File: config.mk
export PLATFORM = sky130hd
export DESIGN_NAME = pulse_width_unit
export DESIGN_NICKNAME = d
export VERILOG_FILES = /design/src/rtl/pulse_width_pkg.sv /design/src/rtl/pulse_width_regs.sv /design/src/rtl/pulse_width_prescale.sv /design/src/rtl/pulse_width_core.sv /design/src/rtl/pulse_width_unit.sv
export SDC_FILE = /design/constraint.sdc
export NUM_CORES = 1
export LEC_CHECK = 0
export BUFFER_PORTS_ARGS = -buffer_cell sky130_fd_sc_hd__buf_2
export CORE_MARGIN = 10
export CORE_UTILIZATION = 45
export DETAILED_ROUTE_END_ITERATION = 16
export PLACE_DENSITY = 0.68
export SETUP_SLACK_MARGIN = 0.15
export SLEW_MARGIN = 25
export SYNTH_ARGS = -nofsm -noshare
export SYNTH_HDL_FRONTEND = slang
export SYNTH_HIERARCHICAL = 1
export SYNTH_SLANG_ARGS = --single-unit
File: constraint.sdc
create_clock -name clk -period 4.2 [get_ports clk]
set_input_delay 0.42 -clock clk [delete_from_list [all_inputs] [get_ports clk]]
set_output_delay 0.42 -clock clk [all_outputs]
set_load 0.02 [all_outputs]
File: src/rtl/pulse_width_pkg.sv
package pulse_width_pkg;
  // Byte offsets seen by software; decoded by the register block.
  localparam int OFS_COUNT  = 'h0;
  localparam int OFS_LENGTH = 'h4;
  localparam int OFS_ACTIVE = 'h8;
  localparam int OFS_CTRL   = 'hC;

  // Control bit positions.
  localparam int CB_RUN     = 0;
  localparam int CB_FREE    = 1;
  localparam int CB_ACT_HI  = 3;
  localparam int CB_IDLE_HI = 4;
  localparam int CB_ALIGN   = 5;
  localparam int CB_LOWPWR  = 8;
  localparam int CTRL_W     = 9;

  localparam logic [CTRL_W-1:0] CTRL_KEEP =
    CTRL_W'((1 << CB_RUN) | (1 << CB_FREE) | (1 << CB_ACT_HI) |
            (1 << CB_IDLE_HI) | (1 << CB_ALIGN) | (1 << CB_LOWPWR));
endpackage

File: src/rtl/pulse_width_regs.sv
module pulse_width_regs
  import pulse_width_pkg::*;
#(
  parameter int ADDR_W = 4,
  parameter int DATA_W = 32
) (
  input  logic              clk,
  input  logic              rst,
  input  logic              bus_wr,
  input  logic [ADDR_W-1:0] bus_addr,
  input  logic [DATA_W-1:0] bus_wdata,
  input  logic [DATA_W-1:0] cnt_live,
  output logic [DATA_W-1:0] length_q,
  output logic [DATA_W-1:0] active_q,
  output logic              run,
  output logic              act_hi,
  output logic              idle_hi,
  output logic              cnt_wr,
  output logic [DATA_W-1:0] bus_rdata
);
  logic [CTRL_W-1:0] ctrl_q;

  logic hit_count, hit_length, hit_active, hit_ctrl;
  assign hit_count  = (bus_addr == ADDR_W'(OFS_COUNT));
  assign hit_length = (bus_addr == ADDR_W'(OFS_LENGTH));
  assign hit_active = (bus_addr == ADDR_W'(OFS_ACTIVE));
  assign hit_ctrl   = (bus_addr == ADDR_W'(OFS_CTRL));

  assign cnt_wr = bus_wr && hit_count;

  always_ff @(posedge clk) begin
    if (rst) begin
      length_q <= '0;
      active_q <= '0;
      ctrl_q   <= '0;
    end else if (bus_wr) begin
      if (hit_length) length_q <= bus_wdata;
      if (hit_active) active_q <= bus_wdata;
      if (hit_ctrl)   ctrl_q   <= bus_wdata[CTRL_W-1:0] & CTRL_KEEP;
    end
  end

  assign run     = ctrl_q[CB_RUN];
  assign act_hi  = ctrl_q[CB_ACT_HI];
  assign idle_hi = ctrl_q[CB_IDLE_HI];

  logic [DATA_W-1:0] rd_mux;
  always_comb begin
    rd_mux = '0;
    if (hit_count)  rd_mux = cnt_live;
    if (hit_length) rd_mux = length_q;
    if (hit_active) rd_mux = active_q;
    if (hit_ctrl)   rd_mux = DATA_W'(ctrl_q);
  end

  always_ff @(posedge clk) begin
    if (rst) bus_rdata <= '0;
    else     bus_rdata <= rd_mux;
  end
endmodule

File: src/rtl/pulse_width_prescale.sv
module pulse_width_prescale #(
  parameter int PRESCALE = 1
) (
  input  logic clk,
  input  logic rst,
  input  logic run,
  input  logic restart,
  output logic tick
);
  localparam int PW = (PRESCALE > 1) ? $clog2(PRESCALE) : 1;
  localparam logic [PW-1:0] LAST = PW'(PRESCALE - 1);

  logic [PW-1:0] phase;

  assign tick = run && (phase == LAST);

  always_ff @(posedge clk) begin
    if (rst || !run || restart || tick) phase <= '0;
    else                                phase <= phase + 1'b1;
  end
endmodule

File: src/rtl/pulse_width_core.sv
module pulse_width_core #(
  parameter int DATA_W = 32
) (
  input  logic              clk,
  input  logic              rst,
  input  logic              run,
  input  logic              tick,
  input  logic              cnt_wr,
  input  logic [DATA_W-1:0] cnt_wdata,
  input  logic [DATA_W-1:0] length_q,
  input  logic [DATA_W-1:0] active_q,
  input  logic              act_hi,
  input  logic              idle_hi,
  output logic [DATA_W-1:0] cnt_val,
  output logic [DATA_W-1:0] len_sh,
  output logic [DATA_W-1:0] act_sh,
  output logic              wrap,
  output logic              pwm_out
);
  logic at_end;
  logic in_active;

  assign at_end    = (len_sh == '0) || (cnt_val >= len_sh - 1'b1);
  assign wrap      = tick && at_end;
  assign in_active = (cnt_val < act_sh);

  always_ff @(posedge clk) begin
    if (rst) begin
      cnt_val <= '0;
      len_sh  <= '0;
      act_sh  <= '0;
      pwm_out <= 1'b0;
    end else begin
      if (!run)        cnt_val <= '0;
      else if (cnt_wr) cnt_val <= cnt_wdata;
      else if (wrap)   cnt_val <= '0;
      else if (tick)   cnt_val <= cnt_val + 1'b1;

      if (!run || wrap) begin
        len_sh <= length_q;
        act_sh <= active_q;
      end

      if (run) pwm_out <= in_active ? act_hi : ~act_hi;
      else     pwm_out <= idle_hi;
    end
  end
endmodule

File: src/rtl/pulse_width_unit.sv
module pulse_width_unit #(
  parameter int ADDR_W   = 4,
  parameter int DATA_W   = 32,
  parameter int PRESCALE = 1
) (
  input  logic              clk,
  input  logic              rst,
  input  logic              bus_wr,
  input  logic [ADDR_W-1:0] bus_addr,
  input  logic [DATA_W-1:0] bus_wdata,
  output logic [DATA_W-1:0] bus_rdata,
  output logic              pwm_out
);
  logic [DATA_W-1:0] length_q, active_q, cnt_val, len_sh, act_sh;
  logic run, act_hi, idle_hi, cnt_wr, tick, wrap;

  pulse_width_regs #(.ADDR_W(ADDR_W), .DATA_W(DATA_W)) u_regs (
    .clk(clk), .rst(rst), .bus_wr(bus_wr), .bus_addr(bus_addr),
    .bus_wdata(bus_wdata), .cnt_live(cnt_val), .length_q(length_q),
    .active_q(active_q), .run(run), .act_hi(act_hi), .idle_hi(idle_hi),
    .cnt_wr(cnt_wr), .bus_rdata(bus_rdata)
  );

  pulse_width_prescale #(.PRESCALE(PRESCALE)) u_pre (
    .clk(clk), .rst(rst), .run(run), .restart(cnt_wr), .tick(tick)
  );

  pulse_width_core #(.DATA_W(DATA_W)) u_core (
    .clk(clk), .rst(rst), .run(run), .tick(tick), .cnt_wr(cnt_wr),
    .cnt_wdata(bus_wdata), .length_q(length_q), .active_q(active_q),
    .act_hi(act_hi), .idle_hi(idle_hi), .cnt_val(cnt_val),
    .len_sh(len_sh), .act_sh(act_sh), .wrap(wrap), .pwm_out(pwm_out)
  );
endmodule

==> results of run 1 <==
## sequential cells by signal, indices dropped and copies added, names as in the netlist
signal	flops
u_core/len_sh	32
u_core/act_sh	32
u_regs/ctrl_q	6
u_regs/active_q	32
u_core/cnt_val	32
u_pre/phase	1
u_regs/bus_rdata	32
u_regs/length_q	32
u_core/pwm_out	1
## power by group
part	internal [W]	switching (W)	total, W
logic	0.000167	0.000216	0.000383
clock network	0.000854	0.000801	0.00166
registers	0.00191	0.0000124	0.00192
## how the worst min path moves through the flow
stage	to	slack [ns]	cells after the start
after detailed placement	u_core/act_sh[6]	0.47	2
after CTS	u_core/cnt_val[2]	0.23	3
final	u_core/cnt_val[2]	0.24	3
after global placement	u_core/act_sh[4]	0.46	2
after global routing	u_core/cnt_val[2]	0.24	3
after floorplan	u_regs/ctrl_q[8]	0.45	2
## area by class of cell
| cell class | count | area [um2] | area share |
|---|---|---|---|
| tap | 330 | 413 | 0.0314 |
| multi-input combinational | 977 | 7040 | 0.535 |
| clock buffer | 19 | 443 | 0.0337 |
| inverter | 43 | 161 | 0.0123 |
| timing repair buffer | 120 | 955 | 0.0725 |
| clock inverter | 13 | 140 | 0.0106 |
| sequential | 200 | 4010 | 0.304 |
## per-stage QoR
| step | TNS (ns) | hold slack (ns) |
|---|---|---|
| floorplan | 0 | 0.450 |
| global placement | 0 | 0.461 |
| detailed placement | -1.72 | 0.466 |
| CTS | -0.0212 | 0.227 |
| global route | -22.89 | 0.241 |
| finish | -3.99 | 0.238 |
## routing by layer
layer	wire, um	vias to the layer above	global-route usage
li1	-	4661	-
met1	14100	4639	0.254
met2	15900	279	0.338
met3	1730	46	0.0293
met4	751	0	0.0744
met5	0	-	0
## critical path, stage by stage (launching register included)
cell and delay (ns):
dfxtp_2 0.32, or4_4 0.55, or4_4 0.45, nor4b_4 0.35, nand2_2 0.09, or2_4 0.28
nor3_4 0.17, xnor2_1 0.14, ha_1 0.26, nand4_1 0.21, nor2_1 0.08, a221oi_2 0.29
nand3_1 0.12, a21oi_2 0.18, o21a_4 0.19, buf_4 0.17, clkbuf_16 0.17, mux2i_1 0.18
## what timing repair did
| item | CTS | global route |
|---|---|---|
| setup endpoints to repair | 94 | 96 |
| gates resized for setup | 10 | 46 |
| gates cloned | 3 | 4 |
| buffers inserted | 8 | 3 |
| pin swaps | 2 | 18 |
==> results.yml, run 1 <==
status:
  status: "finished with violations"
  violations: "negative setup slack"
die:
  die-width_um: 179
  core_mm2: 0.0250
  start_util: 0.454
  pin_count: 72
  dieArea_mm2: 0.0319
  chipHeight_um: 179
  row_count: 58
placement:
  hpwl_um: 21700
  place_area_mm2: 0.0120
  dp_slack_ns: -0.0564
  placed_cells: 1652
  gp_congestion: 0.902
  io_buffers: 71
sta:
  hold_violations: 0
  finalSetupViolCount: 60
  max_freq_mhz: 233
  rsz0062_at_grt: "yes"
  slew_viol_final: 0
  clock_skew_ns: 0.0101
  period_needed_ns: 4.30
  period_share: 1.02
  tightest_slew_ns: 1.20
  slew_headroom: 0.196
  setup_slack_ns: -0.0966
run:
  cap_violations: 0
finish:
  final_core_util: 0.527
  syn2layout_area_growth_pct: 16.1
  layout_commonest_cell: "nand2b_1"
  drive_gt1_frac: 0.151
  stdcell_count: 1702
  diodes: 0
  final_area_mm2: 0.0132
  fill_cells: 2312
  layout.nets: 1464
  layout_common_cells: "nand2b_1 (200), dfxtp_1 (199), mux2i_1 (106)"
critical_path:
  rr_worst_depth: 17
  reg2reg_from: "u_core/len_sh[5]"
  worstSetupStartpointType: "flop"
  timing_worst_setup_path_type: "flop to flop"
  crit_end: "u_core/act_sh[26]"
  setup.worst_path.start: "u_core/len_sh[5]"
  worstPathArrival_ns: 4.67
  rrSetupSlack_ns: -0.1
  worstPathRequired_ns: 4.58
  r2r-end: "u_core/act_sh[26]"
  critPathCaptureType: "flop"
  crit_fanout: 8
pwr:
  leakagePower_nw: 5.14
  power_w: 0.00396
  ir_drop_mv: 0.317
  powerDensity_mw_per_mm2: 301
routing:
  first_pass_iters: 5
  vias_per_cell: 5.66
  drt_wl_total_um: 32500
  wl_per_cell_um: 19.1
  route.vias.total: 9625
  dr.first_iter.drc_count: 644
  drcViolationCount: 0
  ant_nets: 0
yosys:
  synth_fp_nets: 1403
  syn-cell-area_mm2: 0.0113
  yosysWarningCount: 6
  syn_avg_cell_area_um2: 8.73
  syn_inst: 1298
global_routing:
  grt_pass1_vias: 9502
  grt_util_all_layers: 0.200
  gr-total-overflow: 0
  grt_pass1_wl_um: 51000
  grt_max_degree: 111
  antenna_found_initial: 0
clock_network:
  clk_path_buf_depth: 2
  cts_tree: "built"
  h-tree-depth: 4
  worstSkewPairLatency_ns: 0.44
  clkSinkCount: 200
  cts-root-buf: "clkbuf_16"
  cts.reportedPaths.clkPinSlew_ns: 0.08
  hold_buffers: 0
  cts_inserted_buffers: 17
min_path:
  min_path_type: "input pin to flop"
  worstHoldStart: "bus_wdata[2]"
No activity file was read; power rests on OpenSTA's default activity.
==> run 2, diff against run 1 <==
Settings changed: CORE_UTILIZATION 45 to 36, PLACE_DENSITY 0.68 to 0.58.
==> results.yml, run 2 (same netlist as run 1, synthesis figures left out) <==
clock_network:
  cts.reportedPaths.clkPinSlew_ns: 0.07
  clkSinkCount: 200
  worstSkewPairLatency_ns: 0.45
  h-tree-depth: 4
  cts_tree: "built"
  cts_inserted_buffers: 17
  cts-root-buf: "clkbuf_16"
  clk_path_buf_depth: 2
  hold_buffers: 0
finish:
  layout.nets: 1466
  syn2layout_area_growth_pct: 15.1
  diodes: 0
  drive_gt1_frac: 0.142
  layout_common_cells: "nand2b_1 (200), dfxtp_1 (200), mux2i_1 (106)"
  fill_cells: 3024
  final_core_util: 0.423
pwr:
  powerDensity_mw_per_mm2: 302
  power_w: 0.00394
  leakagePower_nw: 5.07
  ir_drop_mv: 0.274
die:
  dieArea_mm2: 0.0390
  start_util: 0.368
  row_count: 64
  core_mm2: 0.0308
  pin_count: 72
  die-width_um: 197
  chipHeight_um: 197
status:
  status: "finished with violations"
  violations: "negative setup slack"
routing:
  met3_length_um: 1200
  route.vias.total: 9500
  dr.first_iter.drc_count: 549
  ant_nets: 0
  drt-met1-wl_um: 15600
  wl_met2_um: 16500
  first_pass_iters: 5
  top_layer: "met4"
  vias_per_cell: 5.37
  drt_wl_total_um: 34100
  drcViolationCount: 0
  wl_per_cell_um: 19.3
critical_path:
  crit_buf_inv: 2
  path_cells: "or4_4 -> or4_4 -> nor4b_4 -> nand2_2 -> or2_4 -> nor2b_1 -> xnor2_1 -> ha_1 -> nand4_1 -> nor2_1 -> a221oi_2 -> nand3_1 -> a21oi_2 -> o21a_4 -> buf_12 -> buf_16 -> mux2i_1"
  cp.depth: 17
  reg2reg_from: "u_core/len_sh[5]"
  cp_top_family: "simple AND/OR/NAND/NOR gates"
  worstPathRequired_ns: 4.58
  worstPathArrival_ns: 4.68
  r2r-end: "u_core/len_sh[22]"
  worstSetupStartpointType: "flop"
  rrSetupSlack_ns: -0.10
  setup.worst_path.start: "u_core/len_sh[5]"
  crit_end: "u_core/len_sh[22]"
  critical-path-max-stage-delay_ns: 0.56
  crit_fanout: 7
  cp_slowest_cell: "or4_4"
  timing_worst_setup_path_type: "flop to flop"
  crit_top_cell: "or4_4"
  rr_worst_depth: 17
  critPathCaptureType: "flop"
sta:
  clock_skew_ns: 0.00898
  slew_headroom: 0.341
  finalSetupViolCount: 75
  period_share: 1.02
  period_needed_ns: 4.30
  max_freq_mhz: 232
  rsz0062_at_grt: "yes"
  hold_violations: 0
  tightest_slew_ns: 0.985
  slew_viol_final: 0
  setup_slack_ns: -0.104
global_routing:
  grt_util_all_layers: 0.174
  grt_max_degree: 127
  antenna_found_initial: 0
  grt_pass1_vias: 9347
  grt_pass1_wl_um: 53400
  gr-total-overflow: 0
min_path:
  min_path_type: "input pin to flop"
run:
  cap_violations: 0
placement:
  io_buffers: 71
  gp_congestion: 0.899
  hpwl_um: 23100
## run 2: changes by cell type in the layout (fill, tap and decap cells not counted), sizes merged
cell / delta
buf: +5
clkbuf: -3
inv: -3
bufinv: +1
clkinv: +1
clkinvlp: -1
## run 2: what timing repair did
action | 4_1_cts | 5_1_grt
buffers inserted | 4 | 2
cloned | 2 | 1
resized for setup | 25 | 14
pin swaps | 3 | 8
endpoints found under the setup margin | 95 | 96
## run 2: layout make-up
cell class,instances,area [um2],area share
Inverter,43,161,0.0124
Clock buffer,19,433,0.0332
Sequential cell,200,4000,0.307
Tap cell,396,495,0.0380
Timing Repair Buffer,122,880,0.0675
Clock inverter,11,128,0.00979
Multi-Input combinational cell,977,6940,0.532
## run 2: power by group
group | leakage [nW] | total (W) | internal (W) | switching [W]
clock | 0.265 | 0.00164 | 0.000873 | 0.000764
combinational | 3.19 | 0.000373 | 0.000160 | 0.000213
sequential | 1.61 | 0.00192 | 0.00191 | 0.0000127
## run 2: worst min-delay path by stage
stage	start	to	slack (ns)	depth (start not counted)
global placement	u_regs/ctrl_q[8]	u_regs/ctrl_q[8]	0.46	2
finish	bus_wdata[3]	u_core/cnt_val[3]	0.22	3
global route	bus_wdata[3]	u_core/cnt_val[3]	0.23	3
CTS	bus_wdata[14]	u_core/cnt_val[14]	0.21	3
detailed placement	u_core/act_sh[6]	u_core/act_sh[6]	0.47	2
floorplan	u_regs/ctrl_q[8]	u_regs/ctrl_q[8]	0.45	2
## run 2: worst min-delay path, stage by stage
cell     delay, ns
buf_2         0.10
a32oi_1       0.07
o21ai_2       0.05
## run 2: layer usage
layer,vias to the layer above,GRT usage
met2,203,0.291
met5,-,0
met3,51,0.0223
met4,0,0.0649
li1,4665,-
met1,4581,0.223
## run 2: through the flow
step / TNS, ns / hold WS [ns] / std cells / setup WS (ns) / instance area, um2
4_1_cts: -1.81 / 0.213 / 1765 / -0.0815 / 12900
3_5_place_dp: -5.73 / 0.468 / 1729 / -0.138 / 12200
6_report: -4.39 / 0.216 / 1768 / -0.104 / 13000
5_1_grt: -22.09 / 0.230 / 1768 / -0.310 / 13000
2_1_floorplan: 0 / 0.450 / 1298 / 0.0743 / 11400
3_3_place_gp: -0.201 / 0.461 / 1729 / -0.0177 / 12200
